===== config.mk =====
export PLATFORM = sky130hd
export DESIGN_NAME = timing_ladder
export DESIGN_NICKNAME = d
export VERILOG_FILES = /design/src/rtl/timing_ladder_pkg.sv /design/src/rtl/tl_range_fsm.sv /design/src/rtl/tl_div_chain.sv /design/src/rtl/timing_ladder.sv
export SDC_FILE = /design/constraint.sdc
export NUM_CORES = 1
export LEC_CHECK = 0
export BUFFER_PORTS_ARGS = -buffer_cell sky130_fd_sc_hd__buf_2
export CORE_AREA = 2 2 39 41
export CTS_CLUSTER_SIZE = 30
export DETAILED_ROUTE_END_ITERATION = 8
export DIE_AREA = 0 0 41 43
export GPL_TIMING_DRIVEN = 0
export HOLD_SLACK_MARGIN = 0.15
export PLACE_DENSITY_LB_ADDON = 0.2
export SLEW_MARGIN = 20
export SYNTH_ARGS = -nofsm -noshare
export SYNTH_HDL_FRONTEND = slang
export SYNTH_SLANG_ARGS = --single-unit

===== constraint.sdc =====
create_clock -name clk -period 1.6 [get_ports clk]
set_input_delay 0.08 -clock clk [delete_from_list [all_inputs] [get_ports clk]]
set_output_delay 0.08 -clock clk [all_outputs]
set_load 0.01 [all_outputs]

===== src/rtl/timing_ladder_pkg.sv =====
package timing_ladder_pkg;

    typedef enum logic [1:0] {
        RNG_IDLE   = 2'd0,
        RNG_FINE   = 2'd1,
        RNG_COARSE = 2'd2
    } rng_e;

    // Complementary pair: 10 -> coarse, 01 -> fine, equal -> invalid.
    function automatic rng_e decode_sel(input logic hi, input logic lo);
        if (hi && !lo)      return RNG_COARSE;
        else if (!hi && lo) return RNG_FINE;
        else                return RNG_IDLE;
    endfunction

endpackage


===== src/rtl/tl_range_fsm.sv =====
module tl_range_fsm
    import timing_ladder_pkg::*;
(
    input  logic clk,
    input  logic rst,
    input  logic sel_hi,
    input  logic sel_lo,
    input  logic tap_coarse,
    input  logic tap_fine,
    output logic tap_q,
    output logic fall_stb
);

    rng_e state_q;
    rng_e state_d;
    rng_e req;
    logic tap_now;

    assign req = decode_sel(sel_hi, sel_lo);

    // Output process: tap routed by the held range.
    always_comb begin
        unique case (state_q)
            RNG_FINE:   tap_now = tap_fine;
            RNG_COARSE: tap_now = tap_coarse;
            default:    tap_now = 1'b0;
        endcase
    end

    // A falling edge counts only while the request is valid.
    assign fall_stb = tap_q & ~tap_now & (req != RNG_IDLE);

    // Next-state logic.
    always_comb begin
        state_d = state_q;
        unique case (state_q)
            RNG_IDLE: state_d = req;
            RNG_FINE: begin
                if (req == RNG_IDLE)
                    state_d = RNG_IDLE;
                else if (req == RNG_COARSE && fall_stb)
                    state_d = RNG_COARSE;
            end
            RNG_COARSE: begin
                if (req == RNG_IDLE)
                    state_d = RNG_IDLE;
                else if (req == RNG_FINE && fall_stb)
                    state_d = RNG_FINE;
            end
            default: state_d = RNG_IDLE;
        endcase
    end

    // State register.
    always_ff @(posedge clk) begin
        if (rst) state_q <= RNG_IDLE;
        else     state_q <= state_d;
    end

    // Tap resampler, forced low under an invalid request.
    always_ff @(posedge clk) begin
        if (rst)                  tap_q <= 1'b0;
        else if (req == RNG_IDLE) tap_q <= 1'b0;
        else                      tap_q <= tap_now;
    end

endmodule


===== src/rtl/tl_div_chain.sv =====
module tl_div_chain #(
    parameter int CNT_W = 4
) (
    input  logic             clk,
    input  logic             rst,
    input  logic             step,
    output logic [CNT_W:0]   taps
);

    logic             half_q;
    logic [CNT_W-1:0] cnt_q;

    // Divide-by-two stage.
    always_ff @(posedge clk) begin
        if (rst)       half_q <= 1'b0;
        else if (step) half_q <= ~half_q;
    end

    // Binary counter advanced on the falling edge of the toggle stage.
    always_ff @(posedge clk) begin
        if (rst)                 cnt_q <= '0;
        else if (step && half_q) cnt_q <= cnt_q + 1'b1;
    end

    assign taps[0] = half_q;
    for (genvar i = 0; i < CNT_W; i++) begin : g_pack
        assign taps[i+1] = cnt_q[i];
    end

endmodule


===== src/rtl/timing_ladder.sv =====
module timing_ladder #(
    parameter int CNT_W = 4
) (
    input  logic             clk,
    input  logic             rst,
    input  logic             sel_hi,
    input  logic             sel_lo,
    input  logic             tap_coarse,
    input  logic             tap_fine,
    output logic             tick_base,
    output logic [CNT_W:0]   tick_div
);

    localparam int DIV_W = CNT_W + 1;

    logic             fall_stb;
    logic [DIV_W-1:0] div_taps;

    tl_range_fsm u_range (
        .clk        (clk),
        .rst        (rst),
        .sel_hi     (sel_hi),
        .sel_lo     (sel_lo),
        .tap_coarse (tap_coarse),
        .tap_fine   (tap_fine),
        .tap_q      (tick_base),
        .fall_stb   (fall_stb)
    );

    tl_div_chain #(.CNT_W(CNT_W)) u_div (
        .clk  (clk),
        .rst  (rst),
        .step (fall_stb),
        .taps (div_taps)
    );

    assign tick_div = div_taps;

endmodule


==> impl_metrics.env, run 1 <==
export IMPL_status="finished with violations"
export IMPL_violations_in_the_final_reports="negative setup slack"
export IMPL_via_per_inst=4.90
export IMPL_slowest_delay_ns=0.37
export IMPL_synthTopCellsByCount="sky130_fd_sc_hd__dfxtp_1, sky130_fd_sc_hd__ha_1, sky130_fd_sc_hd__inv_1, sky130_fd_sc_hd__nor2_1"
export IMPL_num_rows=14
export IMPL_syn_mean_instance_area_um2=9.22
export IMPL_grt_util_all_layers=0.132
export IMPL_fp_dieW_um=41
export IMPL_postSynth_asyncResetShare=0
export IMPL_synthesized_netlist_cell_count=54
export IMPL_yosys_top_cells_area="sky130_fd_sc_hd__dfxtp_1, sky130_fd_sc_hd__ha_1, sky130_fd_sc_hd__xnor2_1"
export IMPL_htree_num_levels=1
export IMPL_i_o_pin_count=12
export IMPL_grt_remaining_overflow=0
export IMPL_cp_data_required_time_ns=1.73
export IMPL_floorplan_initialDensity=0.360
export IMPL_synth_yosys_seq_area_share=0.322
export IMPL_synthDistinctLibCells=23
export IMPL_numPortBuffers=10
export IMPL_drc=0
export IMPL_tritoncts="yes"
export IMPL_synth_ff_latch_count=8
export IMPL_timing_critical_path_cells="inv_4 -> ha_4 -> a22o_4 -> a222oi_1 -> buf_4 -> nor3_4 -> o2bb2ai_1"
export IMPL_dr_total_vias=431
export IMPL_clkTransAtPathRegs_ns=0.05
export IMPL_yosysWarnings=0
export IMPL_routedWlPerCell_um=10.6
export IMPL_maxSlewViolCount=0
export IMPL_cts_root_buf="sky130_fd_sc_hd__clkbuf_4"
export IMPL_synthDominantCellAreaShare=0.322
export IMPL_synth_fp_nets=68
export IMPL_finalPower_mw=0.474
export IMPL_die_area_mm2=0.00176
export IMPL_grt_pass1_vias=401
export IMPL_antenna_found_initial=0
export IMPL_vdd_ir_drop_max_mv=0.387
export IMPL_crit_path_end_kind="flop"
export IMPL_initial_detailed_routing_violation_count=14
export IMPL_min_path_type="in2reg"
export IMPL_ys_dominant_reg_cell="sky130_fd_sc_hd__dfxtp_1"
export IMPL_clk_latency_ns=0.24
export IMPL_rsz0062_at_grt="yes"
export IMPL_cap_violations=0
export IMPL_timing_final_hold_violations=0
export IMPL_cts_root_to_sink_buffers=2
export IMPL_clock_sinks=8
export IMPL_timing_slew_headroom=0.697
export IMPL_post_route_cells_drive_above_1_share=0.444
export IMPL_synth_edf_count=0
export IMPL_core_area_mm2=0.00138
export IMPL_cellLeakagePower_nw=0.310
export IMPL_floorplan_die_height_um=43
export IMPL_drt_pre_antenna_iters=4
export IMPL_max_slew_worst_pin_slew_ns=0.455
export IMPL_cellPowerDensity_mw_per_mm2=680
export IMPL_finalWorstPathRequiredPeriod_ns=1.64
export IMPL_critPathSlowestCell="sky130_fd_sc_hd__dfxtp_4"
export IMPL_finalSetupViolations=2
export IMPL_gpl_final_weighted_congestion=0.647
export IMPL_grt_first_pass_wirelength_um=1550
export IMPL_critical_path_class="reg2reg"
export IMPL_start_kind="flop"
export IMPL_cts_inserted_buffers=3
export IMPL_antenna_violating_nets_post_route=0
export IMPL_detail_route_wirelength_um=929
export IMPL_path_max_fanout=3
export IMPL_synthToLayoutAreaGrowth_pct=39.9
export IMPL_final_setup_skew_ns=0.00381
export IMPL_postLayoutSetupSlackWorst_ns=-0.0357
export IMPL_antenna_diode_instance_count=0
export IMPL_timing_fmax_mhz=611
export IMPL_fill_cells=127
export IMPL_final_period_util=1.02
export IMPL_hpwlAfterDp_um=671
export IMPL_synthesis_area_um2=498
export IMPL_post_route_util=0.504
export IMPL_grt_start_max_net_pins=10
export IMPL_worst_ep_arrival_time_ns=1.76
export IMPL_final_nets=88
export IMPL_synthDominantAreaCellType="sky130_fd_sc_hd__dfxtp_1"
## worst max-delay path: cells and delay by family, from the launching register on
| kind | cells | cell delay [ns] |
|---|---|---|
| adder cells (fa/ha/maj) | 1 | 0.15 |
| AO/OA/AOI/OAI | 3 | 0.72 |
| buffers and inverters | 2 | 0.23 |
| flip-flops | 1 | 0.37 |
| AND/OR/NAND/NOR | 1 | 0.04 |
## per-stage QoR
step                      setup TNS (ns)  cell area [um^2]  std cells  hold slack [ns]  worst slack (ns)
final                            -0.0686               697         88            0.225           -0.0357
after global routing              -0.227               697         88            0.268            -0.111
after CTS                        -0.0588               666         87            0.196           -0.0295
after detailed placement          -0.416               576         80            0.445            -0.150
after global placement            -0.342               576         80            0.443            -0.119
after floorplan                        0               505         54            0.355           0.00316
## routing by layer
metal  GRT usage  share of wire  vias up
met3      0.0314          0.055        2
met4      0.0800         0.0097        0
li1            -              -      224
met2       0.203           0.50       14
met5           0              0        -
met1       0.157           0.43      191
## cells by family (layout without fill, tap and decap cells)
| kind of cell | after synthesis | count (layout) | synth area share |
|---|---|---|---|
| mux | 2 | 2 | 0.0427 |
| xor+xnor | 3 | 3 | 0.0528 |
| buf+inv | 8 | 26 | 0.0678 |
| compound gates | 10 | 10 | 0.173 |
| flops | 8 | 8 | 0.322 |
| fa+ha+maj | 8 | 8 | 0.201 |
| simple gates | 15 | 15 | 0.141 |
## final timing paths
kind / startpoint / endpoint / slack (ns) / cells after the start
setup / recovery: u_range.state_q[1] / u_range.state_q[0] / -0.04 / 7
hold / removal: rst / u_div.half_q / 0.22 / 2
setup reg to reg: u_range.state_q[1] / u_range.state_q[0] / -0.04 / 7
hold reg to reg: u_div.cnt_q[2] / u_div.cnt_q[2] / 0.54 / 2
## power breakdown
group	internal [mW]	switching, mW
Sequential	0.205	0.00801
Combinational	0.0558	0.0599
Clock	0.0853	0.0602
Total	0.346	0.128
## sequential cells by signal (all words and copies together), names as in the netlist
signal	cells
u_range.tap_q	1
u_range.state_q	2
u_div.cnt_q	4
u_div.half_q	1
## cell usage in the layout (no fill, tap or decap)
| cell type | synthesis | final |
|---|---|---|
| sky130_fd_sc_hd__nand2b_1 | 1 | 1 |
| sky130_fd_sc_hd__nand2_1 | 3 | 3 |
| sky130_fd_sc_hd__dfxtp_4 | 0 | 2 |
| sky130_fd_sc_hd__inv_4 | 0 | 1 |
| sky130_fd_sc_hd__inv_1 | 6 | 4 |
| sky130_fd_sc_hd__ha_1 | 8 | 5 |
| sky130_fd_sc_hd__buf_2 | 0 | 10 |
| sky130_fd_sc_hd__a211oi_2 | 0 | 1 |
| sky130_fd_sc_hd__ha_2 | 0 | 1 |
| sky130_fd_sc_hd__a22o_4 | 1 | 1 |
| sky130_fd_sc_hd__o21ai_2 | 0 | 1 |
| sky130_fd_sc_hd__ha_4 | 0 | 2 |
| sky130_fd_sc_hd__buf_1 | 1 | 1 |
| sky130_fd_sc_hd__xnor2_1 | 3 | 3 |
| sky130_fd_sc_hd__mux2i_1 | 1 | 1 |
| sky130_fd_sc_hd__inv_2 | 0 | 1 |
| sky130_fd_sc_hd__nor2b_1 | 1 | 1 |
| sky130_fd_sc_hd__dfxtp_1 | 8 | 6 |
| sky130_fd_sc_hd__mux2_4 | 0 | 1 |
| sky130_fd_sc_hd__a22oi_1 | 2 | 2 |
| sky130_fd_sc_hd__nand3b_1 | 1 | 1 |
| sky130_fd_sc_hd__nand4_1 | 1 | 1 |
| sky130_fd_sc_hd__buf_4 | 1 | 6 |
| sky130_fd_sc_hd__clkbuf_4 | 0 | 3 |
| sky130_fd_sc_hd__nor2_1 | 6 | 6 |
| sky130_fd_sc_hd__a21oi_4 | 0 | 1 |
| sky130_fd_sc_hd__a222oi_1 | 1 | 1 |
| sky130_fd_sc_hd__a21oi_1 | 1 | 1 |
| sky130_fd_sc_hd__nor3_1 | 2 | 1 |
| sky130_fd_sc_hd__o2bb2ai_1 | 2 | 2 |
| sky130_fd_sc_hd__nor3_4 | 0 | 1 |
## timing repair
| item | 4_1_cts | 5_1_grt |
|---|---|---|
| pin swaps | 8 | 5 |
| gates resized for setup | 11 | 6 |
| hold buffers | 0 | 0 |
| setup endpoints to repair | 3 | 4 |
| buffers inserted | 4 | 1 |
## final cells by class
class	count	area (um^2)	share of cell area
clock buffer	3	22.5	0.0323
sequential	8	168	0.241
inverter	6	25.0	0.0359
timing repair buffer	15	87.6	0.126
buffer	2	11.3	0.0162
multi-input combinational	38	363	0.521
tap	16	20.0	0.0287
Power figures use the tool's default switching activity.
==> run 2: changes to the inputs <==
CTS_BUF_LIST = sky130_fd_sc_hd__clkbuf_8 sky130_fd_sc_hd__clkbuf_16   (was unset)
==> run 2 against run 1 <==
The flow still finishes with violations (negative setup slack). Die area did not move. Core utilization is 0.54 points higher. Routed wire length grew 3.2%. Clock-buffer cell count unchanged. Global-route usage increased by 0.30 points. Non-clock buffer count unchanged. Clock skew is 0.0014 ns higher. Via count up 0.46%.
==> impl_metrics.env, run 2 (same netlist as run 1, synthesis figures left out) <==
export IMPL_gpl_final_weighted_congestion=0.647
export IMPL_crit_path_end_kind="flop"
export IMPL_i_o_pin_count=12
export IMPL_most_flops_register="u_div.cnt_q"
export IMPL_max_slew_worst_pin_slew_ns=0.371
export IMPL_critPathSlowestCell="sky130_fd_sc_hd__dfxtp_4"
export IMPL_timing_fmax_mhz=602
export IMPL_grt_pass1_vias=385
export IMPL_finalSetupViolations=2
export IMPL_r2r_worst_path_cells=7
export IMPL_antenna_diode_instance_count=0
export IMPL_cts_root_buf="sky130_fd_sc_hd__clkbuf_8"
export IMPL_antenna_found_initial=0
export IMPL_cap_violations=0
export IMPL_fp_dieW_um=41
export IMPL_cellLeakagePower_nw=0.313
export IMPL_dp_cells=80
export IMPL_synthToLayoutAreaGrowth_pct=41.5
export IMPL_hpwlAfterDp_um=671
export IMPL_grt_start_max_net_pins=10
export IMPL_path_buf_inv=2
export IMPL_worst_setup_path_startpoint="u_range.state_q[1]"
export IMPL_detail_route_wirelength_um=959
export IMPL_num_rows=14
export IMPL_timing_hold_worst_path_depth=2
export IMPL_via_per_inst=4.92
export IMPL_path_max_fanout=3
export IMPL_tritoncts="yes"
export IMPL_grt_first_pass_wirelength_um=1550
export IMPL_die_area_mm2=0.00176
export IMPL_violations_in_the_final_reports="negative setup slack"
export IMPL_path_delay_family="compound AO/OA/AOI/OAI gates"
export IMPL_cts_inserted_buffers=3
export IMPL_r2r_start="u_range.state_q[1]"
export IMPL_core_area_mm2=0.00138
export IMPL_timing_slew_headroom=0.753
export IMPL_register_to_register_setup_slack_ns=-0.06
export IMPL_clkTransAtPathRegs_ns=0.04
export IMPL_finalWorstPathRequiredPeriod_ns=1.66
export IMPL_min_delay_start="rst"
export IMPL_slowest_delay_ns=0.37
export IMPL_worst_ep_arrival_time_ns=1.77
export IMPL_postLayoutSetupSlackWorst_ns=-0.0606
export IMPL_drc=0
export IMPL_min_path_type="in2reg"
export IMPL_maxSlewViolCount=0
export IMPL_clock_sinks=8
export IMPL_cp_data_required_time_ns=1.71
export IMPL_grt_remaining_overflow=0
export IMPL_rsz0062_at_grt="yes"
export IMPL_finish_cell_count_without_fillers=88
export IMPL_antenna_violating_nets_post_route=0
export IMPL_status="finished with violations"
export IMPL_end_of_the_worst_register_to_register_path="u_div.cnt_q[3]"
export IMPL_initial_detailed_routing_violation_count=4
export IMPL_most_common_library_cell_in_the_layout_ignoring_fill_and_taps="sky130_fd_sc_hd__buf_2"
export IMPL_timing_final_hold_violations=0
export IMPL_floorplan_die_height_um=43
export IMPL_dr_total_vias=433
export IMPL_final_period_util=1.04
export IMPL_design_area_um2=704
export IMPL_detailed_place_area_um2=576
export IMPL_numPortBuffers=10
export IMPL_worst_path_stages=7
export IMPL_final_nets=88
export IMPL_routedWlPerCell_um=10.9
export IMPL_cts_root_to_sink_buffers=2
export IMPL_critical_path_class="reg2reg"
export IMPL_timing_critical_path_cells="inv_4 -> ha_4 -> a22o_4 -> buf_4 -> a21oi_4 -> nand4_1 -> mux2_4"
export IMPL_cellPowerDensity_mw_per_mm2=786
export IMPL_hold_path_endpoint="u_div.half_q"
export IMPL_start_kind="flop"
export IMPL_tns_ns=-0.0861
export IMPL_post_route_cells_drive_above_1_share=0.431
export IMPL_vdd_ir_drop_max_mv=0.528
export IMPL_hold_buffers=0
export IMPL_clk_latency_ns=0.23
export IMPL_mostFrequentLayoutCells="sky130_fd_sc_hd__buf_2, sky130_fd_sc_hd__nor2_1, sky130_fd_sc_hd__buf_4, sky130_fd_sc_hd__dfxtp_1, sky130_fd_sc_hd__ha_1"
export IMPL_biggestRegsByFlops="u_div.cnt_q (4), u_range.state_q (2)"
export IMPL_htree_num_levels=1
export IMPL_floorplan_initialDensity=0.360
export IMPL_grt_util_all_layers=0.135
export IMPL_drt_pre_antenna_iters=4
export IMPL_final_setup_skew_ns=0.00518
export IMPL_largest_reg_flops=4
## run 2: report_power, final
part | switching [mW] | leakage (nW) | internal (mW) | total [mW]
sequential | 0.00821 | 0.0661 | 0.206 | 0.214
combinational | 0.0533 | 0.225 | 0.0489 | 0.102
clock | 0.0753 | 0.0216 | 0.163 | 0.238
total | 0.137 | 0.313 | 0.417 | 0.554
## run 2: area by class of cell
cell class / instances / area [um^2]
multi-input cells: 38 / 352
well taps: 16 / 20.0
fillers: 120 / 679
plain buffers: 2 / 11.3
clock buffers: 3 / 41.3
repair buffers: 15 / 87.6
flip-flops and latches: 8 / 168
inverters: 6 / 25.0
## run 2: routing by layer
metal / GRT usage / wire length (um) / vias to the layer above
met4: 0.100 / 20 / 0
met3: 0.0314 / 52 / 4
met1: 0.160 / 408 / 193
met2: 0.200 / 477 / 14
li1: - / - / 222
met5: 0 / 0 / -
## run 2: worst max-delay path by stage
| stage | to | slack, ns |
|---|---|---|
| after global routing | u_range.state_q[1] | -0.13 |
| after floorplan | u_div.cnt_q[3] | 0.003 |
| after detailed placement | u_range.state_q[0] | -0.15 |
| after global placement | u_range.state_q[0] | -0.12 |
| after CTS | u_range.state_q[0] | -0.03 |
| final | u_div.cnt_q[3] | -0.06 |
## run 2: timing repair
action,4_1_cts,5_1_grt
pin swaps,7,5
buffers inserted,3,2
resized for setup,12,3
setup endpoints to repair,3,4
gates cloned,0,0
## run 2: metrics by stage
step                setup WS, ns  power [mW]  hold WS (ns)  utilization
detailed placement        -0.150       0.291         0.445        0.416
global route              -0.130       0.580         0.263        0.509
finish                   -0.0606       0.554         0.205        0.509
floorplan                0.00316       0.271         0.355            -
global placement          -0.119       0.291         0.443        0.416
CTS                      -0.0290       0.551         0.217        0.489
